$ cat src/rtl/fcs_pkg.sv
package fcs_pkg;

  localparam logic [7:0] CODE_RD_STATUS = 8'h70;
  localparam logic [7:0] CODE_CLEAR     = 8'h50;
  localparam logic [7:0] CODE_RD_ARRAY  = 8'hFF;
  localparam logic [7:0] CODE_SUSPEND   = 8'hB0;
  localparam logic [7:0] CODE_RESUME    = 8'hD0;
  localparam logic [7:0] CODE_ERASE     = 8'h20;
  localparam logic [7:0] CODE_PROGRAM   = 8'h40;

  typedef enum logic [2:0] {
    C_RD_STAT, C_CLEAR, C_RD_ARR, C_SUSP, C_RES, C_ERASE, C_PROG, C_BAD
  } cmd_e;

  typedef enum logic [1:0] {ENG_IDLE, ENG_BUSY, ENG_SUSP} eng_e;

  typedef enum logic {RM_ARRAY, RM_STATUS} rmode_e;

  // sticky error vector indices
  localparam int E_LOCK  = 0;
  localparam int E_VPP   = 1;
  localparam int E_PROG  = 2;
  localparam int E_ERASE = 3;
  localparam int ERR_W   = 4;

  localparam int SR_W = 8;

endpackage

$ cat src/rtl/fcs_cmd_decode.sv
module fcs_cmd_decode
  import fcs_pkg::*;
(
  input  logic [7:0] code_i,
  output cmd_e       cmd_o
);

  always_comb begin
    case (code_i)
      CODE_RD_STATUS: cmd_o = C_RD_STAT;
      CODE_CLEAR:     cmd_o = C_CLEAR;
      CODE_RD_ARRAY:  cmd_o = C_RD_ARR;
      CODE_SUSPEND:   cmd_o = C_SUSP;
      CODE_RESUME:    cmd_o = C_RES;
      CODE_ERASE:     cmd_o = C_ERASE;
      CODE_PROGRAM:   cmd_o = C_PROG;
      default:        cmd_o = C_BAD;
    endcase
  end

endmodule

$ cat src/rtl/fcs_op_timer.sv
module fcs_op_timer #(
  parameter int OP_CYCLES = 8
) (
  input  logic clk_i,
  input  logic rst_ni,
  input  logic start_i,
  input  logic run_i,
  output logic done_o
);

  localparam int CNT_W = (OP_CYCLES > 1) ? $clog2(OP_CYCLES) : 1;

  logic [CNT_W-1:0] cnt_q;

  always_ff @(posedge clk_i or negedge rst_ni) begin
    if (!rst_ni)                      cnt_q <= '0;
    else if (start_i)                 cnt_q <= CNT_W'(OP_CYCLES - 1);
    else if (run_i && cnt_q != '0)    cnt_q <= cnt_q - 1'b1;
  end

  assign done_o = run_i && (cnt_q == '0);

  AST_TIMER_FROZEN: assert property (@(posedge clk_i) disable iff (!rst_ni)
    (!run_i && !start_i) |=> $stable(cnt_q));

endmodule

$ cat src/rtl/fcs_part.sv
module fcs_part
  import fcs_pkg::*;
#(
  parameter int OP_CYCLES = 8
) (
  input  logic            clk_i,
  input  logic            rst_ni,
  input  logic            hit_i,
  input  cmd_e            cmd_i,
  input  logic            wp_ni,
  input  logic            blk_locked_i,
  input  logic            vpp_low_i,
  output logic [SR_W-1:0] status_o,
  output logic            status_mode_o
);

  eng_e             eng_q, eng_d;
  rmode_e           mode_q, mode_d;
  logic             kind_erase_q, kind_erase_d;
  logic [ERR_W-1:0] err_q, err_d;
  logic             susp_erase_q, susp_erase_d;
  logic             susp_prog_q, susp_prog_d;
  logic             start, done, run;
  logic             locked_abort, clr_accept;

  assign run          = (eng_q == ENG_BUSY);
  assign locked_abort = hit_i && (eng_q == ENG_IDLE) &&
                        (cmd_i == C_ERASE || cmd_i == C_PROG) && blk_locked_i && !wp_ni;
  assign clr_accept   = hit_i && (cmd_i == C_CLEAR) && (eng_q != ENG_BUSY);

  fcs_op_timer #(.OP_CYCLES(OP_CYCLES)) u_timer (
    .clk_i   (clk_i),
    .rst_ni  (rst_ni),
    .start_i (start),
    .run_i   (run),
    .done_o  (done)
  );

  always_comb begin
    eng_d        = eng_q;
    mode_d       = mode_q;
    kind_erase_d = kind_erase_q;
    err_d        = err_q;
    susp_erase_d = susp_erase_q;
    susp_prog_d  = susp_prog_q;
    start        = 1'b0;
    case (eng_q)
      ENG_IDLE: if (hit_i) begin
        case (cmd_i)
          C_RD_STAT: mode_d = RM_STATUS;
          C_RD_ARR:  mode_d = RM_ARRAY;
          C_CLEAR: begin
            err_d  = '0;
            mode_d = RM_ARRAY;
          end
          C_ERASE, C_PROG: begin
            mode_d = RM_STATUS;
            if (blk_locked_i && !wp_ni) begin
              err_d[E_LOCK] = 1'b1;
            end else begin
              eng_d        = ENG_BUSY;
              kind_erase_d = (cmd_i == C_ERASE);
              start        = 1'b1;
            end
          end
          C_BAD: begin
            err_d[E_ERASE] = 1'b1;
            err_d[E_PROG]  = 1'b1;
            mode_d         = RM_ARRAY;
          end
          default: ;
        endcase
      end
      ENG_BUSY: begin
        if (hit_i && cmd_i == C_RD_STAT) mode_d = RM_STATUS;
        if (done) begin
          eng_d = ENG_IDLE;
          if (vpp_low_i) begin
            err_d[E_VPP] = 1'b1;
            if (kind_erase_q) err_d[E_ERASE] = 1'b1;
            else              err_d[E_PROG]  = 1'b1;
          end
        end else if (hit_i && cmd_i == C_SUSP) begin
          eng_d = ENG_SUSP;
          if (kind_erase_q) susp_erase_d = 1'b1;
          else              susp_prog_d  = 1'b1;
        end
      end
      ENG_SUSP: if (hit_i) begin
        case (cmd_i)
          C_RD_STAT: mode_d = RM_STATUS;
          C_RD_ARR:  mode_d = RM_ARRAY;
          C_CLEAR: begin
            err_d  = '0;
            mode_d = RM_ARRAY;
          end
          C_RES: begin
            eng_d        = ENG_BUSY;
            susp_erase_d = 1'b0;
            susp_prog_d  = 1'b0;
          end
          default: ;
        endcase
      end
      default: eng_d = ENG_IDLE;
    endcase
  end

  always_ff @(posedge clk_i or negedge rst_ni) begin
    if (!rst_ni) begin
      eng_q        <= ENG_IDLE;
      mode_q       <= RM_ARRAY;
      kind_erase_q <= 1'b0;
      err_q        <= '0;
      susp_erase_q <= 1'b0;
      susp_prog_q  <= 1'b0;
    end else begin
      eng_q        <= eng_d;
      mode_q       <= mode_d;
      kind_erase_q <= kind_erase_d;
      err_q        <= err_d;
      susp_erase_q <= susp_erase_d;
      susp_prog_q  <= susp_prog_d;
    end
  end

  assign status_o = {eng_q != ENG_BUSY, susp_erase_q, err_q[E_ERASE], err_q[E_PROG],
                     err_q[E_VPP], susp_prog_q, err_q[E_LOCK], 1'b0};
  assign status_mode_o = (mode_q == RM_STATUS);

  AST_SUSP_IMPLIES_HALT: assert property (@(posedge clk_i) disable iff (!rst_ni)
    (susp_erase_q || susp_prog_q) |-> (eng_q == ENG_SUSP));
  AST_ERR_STICKY: assert property (@(posedge clk_i) disable iff (!rst_ni)
    !clr_accept |=> ((err_q & $past(err_q)) == $past(err_q)));
  AST_CLEAR_EFFECT: assert property (@(posedge clk_i) disable iff (!rst_ni)
    clr_accept |=> (mode_q == RM_ARRAY && err_q == '0));
  AST_MODE_NEEDS_CMD: assert property (@(posedge clk_i) disable iff (!rst_ni)
    !hit_i |=> $stable(mode_q));
  AST_LOCK_NO_START: assert property (@(posedge clk_i) disable iff (!rst_ni)
    locked_abort |=> (eng_q == ENG_IDLE && err_q[E_LOCK]));

endmodule

$ cat src/rtl/fcs_read_path.sv
module fcs_read_path
  import fcs_pkg::*;
#(
  parameter int NUM_PART = 2,
  parameter int DATA_W   = 16,
  parameter int PART_W   = 1
) (
  input  logic                     clk_i,
  input  logic                     rst_ni,
  input  logic                     rd_i,
  input  logic [PART_W-1:0]        rd_part_i,
  input  logic [DATA_W-1:0]        array_rdata_i,
  input  logic [NUM_PART*SR_W-1:0] status_i,
  input  logic [NUM_PART-1:0]      status_mode_i,
  output logic [DATA_W-1:0]        rdata_o,
  output logic                     rvalid_o
);

  logic [DATA_W-1:0] sel;

  always_comb begin
    sel = '0;
    for (int p = 0; p < NUM_PART; p++) begin
      if (int'(rd_part_i) == p)
        sel = status_mode_i[p] ? DATA_W'(status_i[p*SR_W +: SR_W]) : array_rdata_i;
    end
  end

  always_ff @(posedge clk_i or negedge rst_ni) begin
    if (!rst_ni) begin
      rvalid_o <= 1'b0;
      rdata_o  <= '0;
    end else begin
      rvalid_o <= rd_i;
      if (rd_i) rdata_o <= sel;
    end
  end

  AST_READ_LATENCY: assert property (@(posedge clk_i) disable iff (!rst_ni)
    rd_i |=> rvalid_o);
  AST_NO_SPURIOUS_VALID: assert property (@(posedge clk_i) disable iff (!rst_ni)
    !rd_i |=> !rvalid_o);

endmodule

$ cat src/rtl/flash_cmd_status.sv
module flash_cmd_status
  import fcs_pkg::*;
#(
  parameter int NUM_PART  = 2,
  parameter int DATA_W    = 16,
  parameter int OP_CYCLES = 8,
  localparam int PART_W   = (NUM_PART > 1) ? $clog2(NUM_PART) : 1
) (
  input  logic              clk_i,
  input  logic              rst_ni,
  input  logic              cmd_valid_i,
  input  logic [PART_W-1:0] cmd_part_i,
  input  logic [7:0]        cmd_code_i,
  input  logic              wp_ni,
  input  logic              blk_locked_i,
  input  logic              vpp_low_i,
  input  logic              rd_i,
  input  logic [PART_W-1:0] rd_part_i,
  input  logic [DATA_W-1:0] array_rdata_i,
  output logic [DATA_W-1:0] rdata_o,
  output logic              rvalid_o
);

  cmd_e                     cmd;
  logic [NUM_PART*SR_W-1:0] status_flat;
  logic [NUM_PART-1:0]      status_mode;

  fcs_cmd_decode u_dec (
    .code_i (cmd_code_i),
    .cmd_o  (cmd)
  );

  for (genvar p = 0; p < NUM_PART; p++) begin : g_part
    localparam logic [PART_W-1:0] IDX = PART_W'(p);
    logic hit;
    assign hit = cmd_valid_i && (cmd_part_i == IDX);

    fcs_part #(.OP_CYCLES(OP_CYCLES)) u_part (
      .clk_i         (clk_i),
      .rst_ni        (rst_ni),
      .hit_i         (hit),
      .cmd_i         (cmd),
      .wp_ni         (wp_ni),
      .blk_locked_i  (blk_locked_i),
      .vpp_low_i     (vpp_low_i),
      .status_o      (status_flat[p*SR_W +: SR_W]),
      .status_mode_o (status_mode[p])
    );
  end

  fcs_read_path #(
    .NUM_PART (NUM_PART),
    .DATA_W   (DATA_W),
    .PART_W   (PART_W)
  ) u_rd (
    .clk_i         (clk_i),
    .rst_ni        (rst_ni),
    .rd_i          (rd_i),
    .rd_part_i     (rd_part_i),
    .array_rdata_i (array_rdata_i),
    .status_i      (status_flat),
    .status_mode_i (status_mode),
    .rdata_o       (rdata_o),
    .rvalid_o      (rvalid_o)
  );

endmodule

$ cat config.mk
export PLATFORM = sky130hd
export DESIGN_NAME = flash_cmd_status
export DESIGN_NICKNAME = d
export VERILOG_FILES = /design/src/rtl/fcs_pkg.sv /design/src/rtl/fcs_cmd_decode.sv /design/src/rtl/fcs_op_timer.sv /design/src/rtl/fcs_part.sv /design/src/rtl/fcs_read_path.sv /design/src/rtl/flash_cmd_status.sv
export SDC_FILE = /design/constraint.sdc
export NUM_CORES = 1
export LEC_CHECK = 0
export BUFFER_PORTS_ARGS = -buffer_cell sky130_fd_sc_hd__clkbuf_2
export CAP_MARGIN = 25
export CORE_MARGIN = 2
export CORE_UTILIZATION = 35
export DETAILED_ROUTE_END_ITERATION = 16
export GPL_TIMING_DRIVEN = 0
export PLACE_DENSITY = 0.62
export RECOVER_POWER = 100
export SLEW_MARGIN = 20
export SYNTH_ARGS = -nofsm -noshare
export SYNTH_HDL_FRONTEND = slang
export SYNTH_SLANG_ARGS = --single-unit
$ cat constraint.sdc
create_clock -name clk_i -period 2.57 [get_ports clk_i]
set_input_delay 0.3855 -clock clk_i [delete_from_list [all_inputs] [get_ports clk_i]]
set_output_delay 0.3855 -clock clk_i [all_outputs]
set_load 0.02 [all_outputs]
==> flow_summary.ini, run 1 <==
[finish]
drive_gt1_frac = 0.159
final_nets = 427
syn_to_final_growth_pct = 15.6
num_antenna_cells = 0
fill_cells = 835

[synthesis]
synth_edf_count = 0
synthCells = 328
yosysWarnings = 0
yosysSeqAreaShare = 0.372
syn_avg_cell_area_sq_um = 8.81
synth_ff_type = dfrtp_1
synth_nets = 373
ys_types = 60
synth-seq-cells = 43
syn_area_sq_um = 2890
async_flop_share = 1.00

[min_path]
hp-class = in2reg
hp-start = rd_i

[die]
initial_core_util = 0.357
die_w_microns = 94.9
ioPinCount = 50
row_count = 33
coreArea_sq_um = 8090
die_height_microns = 94.9
die_area_sq_um = 9000

[setup_path]
cp-startpoint = g_part[1].u_part.eng_q[0]
r2r-start = g_part[1].u_part.eng_q[0]
cp-endpoint = g_part[1].u_part.err_q[3]
r2r_end = g_part[1].u_part.err_q[3]
worstPathArrival_ps = 2600
worst-path-max-fanout = 10
cp_data_required_time_ps = 2760
reg2reg_depth = 7
crit_type = reg2reg
critical-path-max-stage-delay_ps = 420
cp-start-kind = register
end_kind = register
cp_slowest_cell = dfrtp_1
reg2reg_slack_ps = 160
path_cells = inv_1, ha_1, or2_2, a211o_1, o41ai_2, o21ai_0, mux2_2

[power]
ir_drop_mv = 0.200
leakagePower_nw = 1.42
p_per_area_nw_per_um2 = 556

[detailed_routing]
firstDrtPassIters = 4
drt_wl_total_microns = 6940
wire_per_inst_microns = 14.2
drtAntennaViolNets = 0
drc = 0
via_per_inst = 5.16
dr.first_iter.drc_count = 151
num_vias = 2518

[placed_design]
dp.final_hpwl_microns = 5360
place.port_buffers = 47
gp_congestion = 0.848

[timing]
drv_slew = 0
max_slew.worst_pin.slew_ps = 1290
fin_tns_setup_ps = 0
fmax_ghz = 0.415
post-route-min-period_ps = 2410
worst_clock_skew_ps = 12.6
rsz0062_at_grt = no
holdWs_ps = 212
max_slew_margin = 0.138
setup_viol = 0
fin_crit_sh = 0.937
finalHoldViolCount = 0

[global_routing]
gr-total-overflow = 0
grt_start_max_net_pins = 24
grt_first_pass_wirelength_microns = 11600
antenna_found_initial = 0
grt_pass1_vias = 2395
grt_usage = 0.164

[clock_tree]
ctsLongestPathBuffers = 2
clock-sinks = 43
clockRootBuffer = clkbuf_8
cts_tree = built
cts.clk_slew.worst_paths_ps = 90
htree_levels = 2
cts_buffers = 5
clock_latency_ps = 300

[flow_run]
max_cap_violations = 0

[outcome]
outcome = complete, no violations
## per-layer routing
layer / routed length, microns / global-route usage
met5: 0 / 0
met2: 2950 / 0.263
met4: 119 / 0.0568
met1: 3480 / 0.221
met3: 381 / 0.0295
## worst min-delay path by stage
stage / endpoint / cells past startpoint
5_1_grt: u_rd.rvalid_o / 1
6_report: u_rd.rvalid_o / 1
3_5_place_dp: u_rd.rdata_o[8] / 1
2_1_floorplan: g_part[0].u_part.eng_q[0] / 0
4_1_cts: u_rd.rdata_o[8] / 1
3_3_place_gp: u_rd.rdata_o[1] / 1
## layout by cell type (no fill, tap or decap), types with 6 or more instances in the layout
master and n:
inv_1 31, clkbuf_1 32, dfrtp_1 43, clkbuf_8 6, mux2i_1 8, mux2_2 10, ha_1 12, nor2b_1 11
nor2_1 14, o21ai_0 33, a211oi_1 11, clkbuf_2 28, a31oi_1 6, nand2_1 37, nor3_1 8, a21oi_1 18
o31ai_1 6
## through the flow
step	worst slack [ps]	utilization	power [mW]	instance area, sq um	instances
6_report	163	0.413	1.86	3340	488
5_1_grt	5.68	0.413	2.00	3340	488
4_1_cts	85.4	0.421	1.90	3410	489
3_5_place_dp	8.55	0.406	1.34	3280	481
3_3_place_gp	31.9	0.402	1.32	3260	480
2_1_floorplan	323	-	1.17	2890	328
## synth_stat cells, drive strengths merged, types with 6 or more instances
cell,number,area (sq um)
ha,12,150
a21oi,18,90.1
nor2b,11,68.8
nand2,37,139
o21ai,33,165
nor2,14,52.6
nor3,8,40.0
clkbuf,14,62.6
mux2i,8,80.1
o31ai,6,45.0
dfrtp,43,1080
inv,31,116
a211oi,11,82.6
mux2,12,135
a31oi,6,37.5
## final cells by class
| class | instances | area, sq um | share of cell area |
|---|---|---|---|
| multi-input cells | 236 | 1590 | 0.476 |
| flip-flops and latches | 43 | 1080 | 0.322 |
| repair buffers | 48 | 215 | 0.0644 |
| well taps | 105 | 131 | 0.0393 |
| inverters | 31 | 116 | 0.0348 |
| plain buffers | 17 | 95.1 | 0.0285 |
| clock buffers | 5 | 68.8 | 0.0206 |
| clock inverters | 3 | 47.5 | 0.0142 |
## where the power goes
part / switching (mW) / internal (mW) / total, mW
clock: 0.254 / 0.295 / 0.549
combinational: 0.265 / 0.184 / 0.449
sequential: 0.0677 / 0.790 / 0.857
## critical path, delay by kind of cell, from the launching register on
family                   cells  cell delay [ps]
AO/OA/AOI/OAI                3              790
AND/OR/NAND/NOR              1              380
buffers and inverters        1               80
flip-flops                   1              420
adder cells (fa/ha/maj)      1              330
multiplexers                 1              290
## flip-flops by register name, indices dropped and copies added, names as in the netlist
register,cells
u_rd.rdata_o,16
g_part.u_part.kind_erase_q,2
g_part.u_part.err_q,8
g_part.u_part.status_mode_o,2
g_part.u_part.u_timer.cnt_q,6
u_rd.rvalid_o,1
g_part.u_part.eng_q,4
g_part.u_part.susp_prog_q,2
g_part.u_part.susp_erase_q,2
## kinds of logic after synthesis
family / Yosys count / share of synthesized area
AOI/OAI and AO/OA: 99 / 0.232
xor gates and xnor gates: 1 / 0.00303
DFF: 43 / 0.372
adders and majority gates: 12 / 0.0520
and+or+nand+nor: 104 / 0.192
buffers and inverters: 49 / 0.0745
muxes: 20 / 0.0745
## repair_timing
action	CTS	global route
setup buffers	0	0
hold buffers	0	0
resized for setup	1	0
endpoints found under the setup margin	1	1
cloned	0	0
Power figures use the tool's default switching activity.
==> run 2, diff against run 1 <==
--- a/config.mk
+++ b/config.mk
@@ -8,10 +8,10 @@
 export BUFFER_PORTS_ARGS = -buffer_cell sky130_fd_sc_hd__clkbuf_2
 export CAP_MARGIN = 25
 export CORE_MARGIN = 2
-export CORE_UTILIZATION = 35
+export CORE_UTILIZATION = 45
 export DETAILED_ROUTE_END_ITERATION = 16
 export GPL_TIMING_DRIVEN = 0
-export PLACE_DENSITY = 0.62
+export PLACE_DENSITY = 0.74
 export RECOVER_POWER = 100
 export SLEW_MARGIN = 20
 export SYNTH_ARGS = -nofsm -noshare
==> flow_summary.ini, run 2 (synthesis results as in run 1) <==
[timing]
drv_slew = 0
worst_clock_skew_ps = 9.43
max_slew.worst_pin.slew_ps = 1340
holdWs_ps = 210
setup_viol = 0
fmax_ghz = 0.422
fin_tns_setup_ps = 0
rsz0062_at_grt = no
fin_crit_sh = 0.922
finalHoldViolCount = 0
post-route-min-period_ps = 2370
max_slew_margin = 0.105

[power]
leakagePower_nw = 1.43
ir_drop_mv = 0.363
p_per_area_nw_per_um2 = 579

[setup_path]
worst-path-max-fanout = 10
cp-start-kind = register
cp_slowest_cell = dfrtp_1
reg2reg_slack_ps = 200
path_cells = inv_1, ha_1, or2_2, a211o_1, o41ai_2, o21ai_0, mux2_2
path_buf_inv = 1
r2r_end = g_part[1].u_part.err_q[3]
cp_data_required_time_ps = 2760
cp.depth = 7
r2r-start = g_part[1].u_part.eng_q[0]
end_kind = register
reg2reg_depth = 7
crit_family = compound AO/OA/AOI/OAI gates
crit_type = reg2reg
critical-path-max-stage-delay_ps = 410
worstPathArrival_ps = 2560

[detailed_routing]
drtAntennaViolNets = 0
drc = 0
wl_met1_microns = 3170
dr.first_iter.drc_count = 182
via_per_inst = 5.69
wire_per_inst_microns = 14.7
firstDrtPassIters = 5
dr_wl_met2_microns = 3050
num_vias = 2617
drt_wl_total_microns = 6750
dr_wl_met3_microns = 418
highest_layer = met4

[global_routing]
grt_pass1_vias = 2457
gr-total-overflow = 0
grt_first_pass_wirelength_microns = 11700
grt_start_max_net_pins = 25
antenna_found_initial = 0
grt_usage = 0.202

[clock_tree]
cts_tree = built
clockRootBuffer = clkbuf_8
cts.hold.buffers_added = 0
htree_levels = 2
clock_latency_ps = 290
clock-sinks = 43
cts_setup_buffers = 0
cts_buffers = 5
ctsLongestPathBuffers = 2
cts.clk_slew.worst_paths_ps = 90

[min_path]
hp-class = in2reg
hold_end = u_rd.rvalid_o
hp-start = rd_i
holdPathStages = 1

[finish]
syn_to_final_growth_pct = 15.0
final_nets = 427
multiInputGateArea_sq_um = 1590
final_common_cell = dfrtp_1
seq_area_sq_um = 1080
top_register = u_rd.rdata_o
num_antenna_cells = 0
final_cell_mix = 43 x dfrtp_1, 37 x nand2_1, 34 x clkbuf_1
reg_top3 = u_rd.rdata_o x16, g_part.u_part.err_q x8, g_part.u_part.u_timer.cnt_q x6
largest_register_ffs = 16
drive_gt1_frac = 0.157
fill_cells = 586

[die]
die_w_microns = 84.1
die_area_sq_um = 7080
coreArea_sq_um = 6280
row_count = 29
initial_core_util = 0.460
die_height_microns = 84.1
ioPinCount = 50

[outcome]
outcome = complete, no violations

[placed_design]
gp_congestion = 0.882
dp.final_hpwl_microns = 5220
place.port_buffers = 47

[flow_run]
max_cap_violations = 0
==> run 2: changes by cell type in the layout (fill, tap and decap cells not counted), sizes merged <==
| cell | delta |
|---|---|
| clkbuf | +1 |
| clkinv | -1 |
| bufinv | +1 |
| inv | -1 |
==> run 2: area by class of cell <==
type,instances,share of cell area
clock buffers,6,0.0218
flip-flops and latches,43,0.324
inverters,31,0.0350
repair buffers,48,0.0644
multi-input cells,236,0.479
plain buffers,17,0.0286
clock inverters,2,0.0181
well taps,77,0.0290
==> run 2: power by group <==
part	switching [mW]	internal, mW
Sequential	0.0687	0.790
Clock	0.231	0.389
Combinational	0.264	0.184
==> run 2: metal layers <==
metal / vias to the layer above / track usage
met5: - / 0
met4: 0 / 0.0674
met3: 8 / 0.0267
met2: 111 / 0.323
met1: 1219 / 0.284
li1: 1279 / -
==> run 2: per-stage QoR <==
stage	power, mW	instances	setup slack, ps	util	area, sq um
finish	1.93	460	199	0.529	3320
global route	2.05	460	61.4	0.529	3320
CTS	1.96	461	97.0	0.539	3380
floorplan	1.17	328	323	-	2890
global placement	1.31	452	0.637	0.513	3220
detailed placement	1.34	453	-16.9	0.516	3240
==> run 2: repair_timing <==
item | in CTS | in global routing
endpoints found under the setup margin | 1 | 1
resized for setup | 1 | 0
pin swaps | 0 | 0
==> run 2: how the worst max path moves through the flow <==
| stage | start | endpoint | slack (ps) |
|---|---|---|---|
| global route | g_part[1].u_part.eng_q[0] | g_part[1].u_part.err_q[3] | 60 |
| detailed placement | g_part[1].u_part.eng_q[0] | g_part[1].u_part.err_q[3] | -20 |
| global placement | g_part[1].u_part.eng_q[0] | g_part[1].u_part.err_q[3] | 0.6 |
| CTS | g_part[1].u_part.eng_q[0] | g_part[1].u_part.err_q[3] | 100 |
| floorplan | g_part[1].u_part.eng_q[0] | g_part[1].u_part.err_q[3] | 320 |
| finish | g_part[1].u_part.eng_q[0] | g_part[1].u_part.err_q[3] | 200 |
==> run 3, diff against run 2 <==
--- a/config.mk
+++ b/config.mk
@@ -13,6 +13,7 @@
 export GPL_TIMING_DRIVEN = 0
 export PLACE_DENSITY = 0.74
 export RECOVER_POWER = 100
+export REMOVE_ABC_BUFFERS = 1
 export SLEW_MARGIN = 20
 export SYNTH_ARGS = -nofsm -noshare
 export SYNTH_HDL_FRONTEND = slang
==> flow_summary.ini, run 3 (synthesis results as in run 1) <==
[outcome]
outcome = finished with violations
violations = capacitance limit, slew limit

[min_path]
hp-class = in2async

[placed_design]
placed_cell_area_sq_um = 3150
dp.final_hpwl_microns = 5010
gp_congestion = 0.880
preCtsSetupSlack_ps = 43.9
place.port_buffers = 49
dp.cells = 437

[finish]
fin_util = 0.509
syn_to_final_growth_pct = 10.6
reg_top3 = u_rd.rdata_o x16, g_part.u_part.err_q x8, g_part.u_part.u_timer.cnt_q x6
final_nets = 412
final_common_cell = dfrtp_1
postLayoutCellArea_sq_um = 3190
num_antenna_cells = 0
drive_gt1_frac = 0.152
finalNonFillerCells = 445
final_cell_mix = 43 x dfrtp_1, 37 x nand2_1, 32 x o21ai_0
largest_register_ffs = 16
top_register = u_rd.rdata_o

[power]
p_total_mw = 1.75
power_frac_clock = 0.261
leakagePower_nw = 1.37
p_comb_frac = 0.247
power.switching_uw = 593
p_per_area_nw_per_um2 = 548
p_int_mw = 1.16
power_frac_seq = 0.492
sw_frac_of_total = 0.338
ir_drop_mv = 0.258

[global_routing]
antenna_found_initial = 0
grt_pass1_vias = 2387
gr-total-overflow = 0
grt_start_max_net_pins = 29
grt_first_pass_wirelength_microns = 11400
grt_usage = 0.197

[timing]
max_slew.worst_pin.slew_ps = 1560
fin_tns_setup_ps = 0
finalHoldViolCount = 0
post-route-min-period_ps = 2420
fin_crit_sh = 0.941
max_slew_margin = -0.0378
rsz0062_at_grt = no
worst_clock_skew_ps = 5.33
setup_viol = 0
layout_setup_ws_ps = 153
drv_slew = 29
holdWs_ps = 175
fmax_ghz = 0.414

[detailed_routing]
dr.first_iter.drc_count = 135
via_per_inst = 5.65
wire_per_inst_microns = 15.0
firstDrtPassIters = 4
drtAntennaViolNets = 0
drt_wl_total_microns = 6690
drc = 0
num_vias = 2513

[die]
die_height_microns = 84.1
die_area_sq_um = 7080
initial_core_util = 0.460
coreArea_sq_um = 6280
ioPinCount = 50
die_w_microns = 84.1
row_count = 29

[clock_tree]
cts_buffers = 5
cts_tree = built
cts.hold.buffers_added = 0
clockRootBuffer = clkbuf_8
htree_levels = 2
cts.clk_slew.worst_paths_ps = 90
ctsLongestPathBuffers = 2
cts_setup_buffers = 0
clock-sinks = 43
clock_latency_ps = 300

[flow_run]
max_cap_violations = 1

[setup_path]
cp_data_required_time_ps = 2740
worst-path-max-fanout = 8
cp-start-kind = input port
worstPathArrival_ps = 2590
end_kind = register
crit_type = in2reg
## run 3: worst paths after layout
kind	depth (start not counted)	end	from	slack, ps
max in group asynchronous	2	g_part[0].u_part.status_mode_o	rst_ni	480
setup / recovery	5	g_part[1].u_part.eng_q[0]	cmd_code_i[0]	150
hold reg to reg	2	g_part[1].u_part.u_timer.cnt_q[1]	g_part[1].u_part.u_timer.cnt_q[1]	510
min in group clk_i	3	u_rd.rdata_o[14]	array_rdata_i[14]	290
setup reg to reg	7	g_part[1].u_part.err_q[3]	g_part[1].u_part.eng_q[0]	170
hold / removal	1	u_rd.rvalid_o	rst_ni	180
## run 3: layout make-up
cell class | instances | area, sq um
clock buffers | 5 | 68.8
clock inverters | 3 | 23.8
fillers | 604 | 3080
inverters | 31 | 116
multi-input cells | 236 | 1590
flip-flops and latches | 43 | 1080
well taps | 77 | 96.3
repair buffers | 50 | 224
## run 3: per-layer routing
| metal | wire length, microns | share of wire | global-route usage | vias to the layer above |
|---|---|---|---|---|
| met5 | 0 | 0 | 0 | - |
| met4 | 119 | 0.018 | 0.0557 | 0 |
| met3 | 468 | 0.070 | 0.0396 | 15 |
| met2 | 3010 | 0.45 | 0.310 | 94 |
| met1 | 3100 | 0.46 | 0.276 | 1154 |
| li1 | - | - | - | 1250 |
## run 3: what timing repair did
item,4_1_cts,5_1_grt
endpoints found under the setup margin,0,1
resized for setup,0,1
endpoints found under the hold margin,0,0
## run 3: worst max-delay path: stages
cell	delay, ps
clkbuf_1	90
or4_1	680
a2111oi_4	620
nand4_1	340
o311ai_0	460
## run 3: power by group through the flow
stage          Sequential, mW  Clock [mW]  Combinational (mW)
2_1_floorplan           0.894           0               0.262
3_5_place_dp            0.879           0               0.451
6_report                0.863       0.457               0.433
3_3_place_gp            0.873           0               0.429
5_1_grt                 0.876       0.507               0.501
4_1_cts                 0.866       0.474               0.451
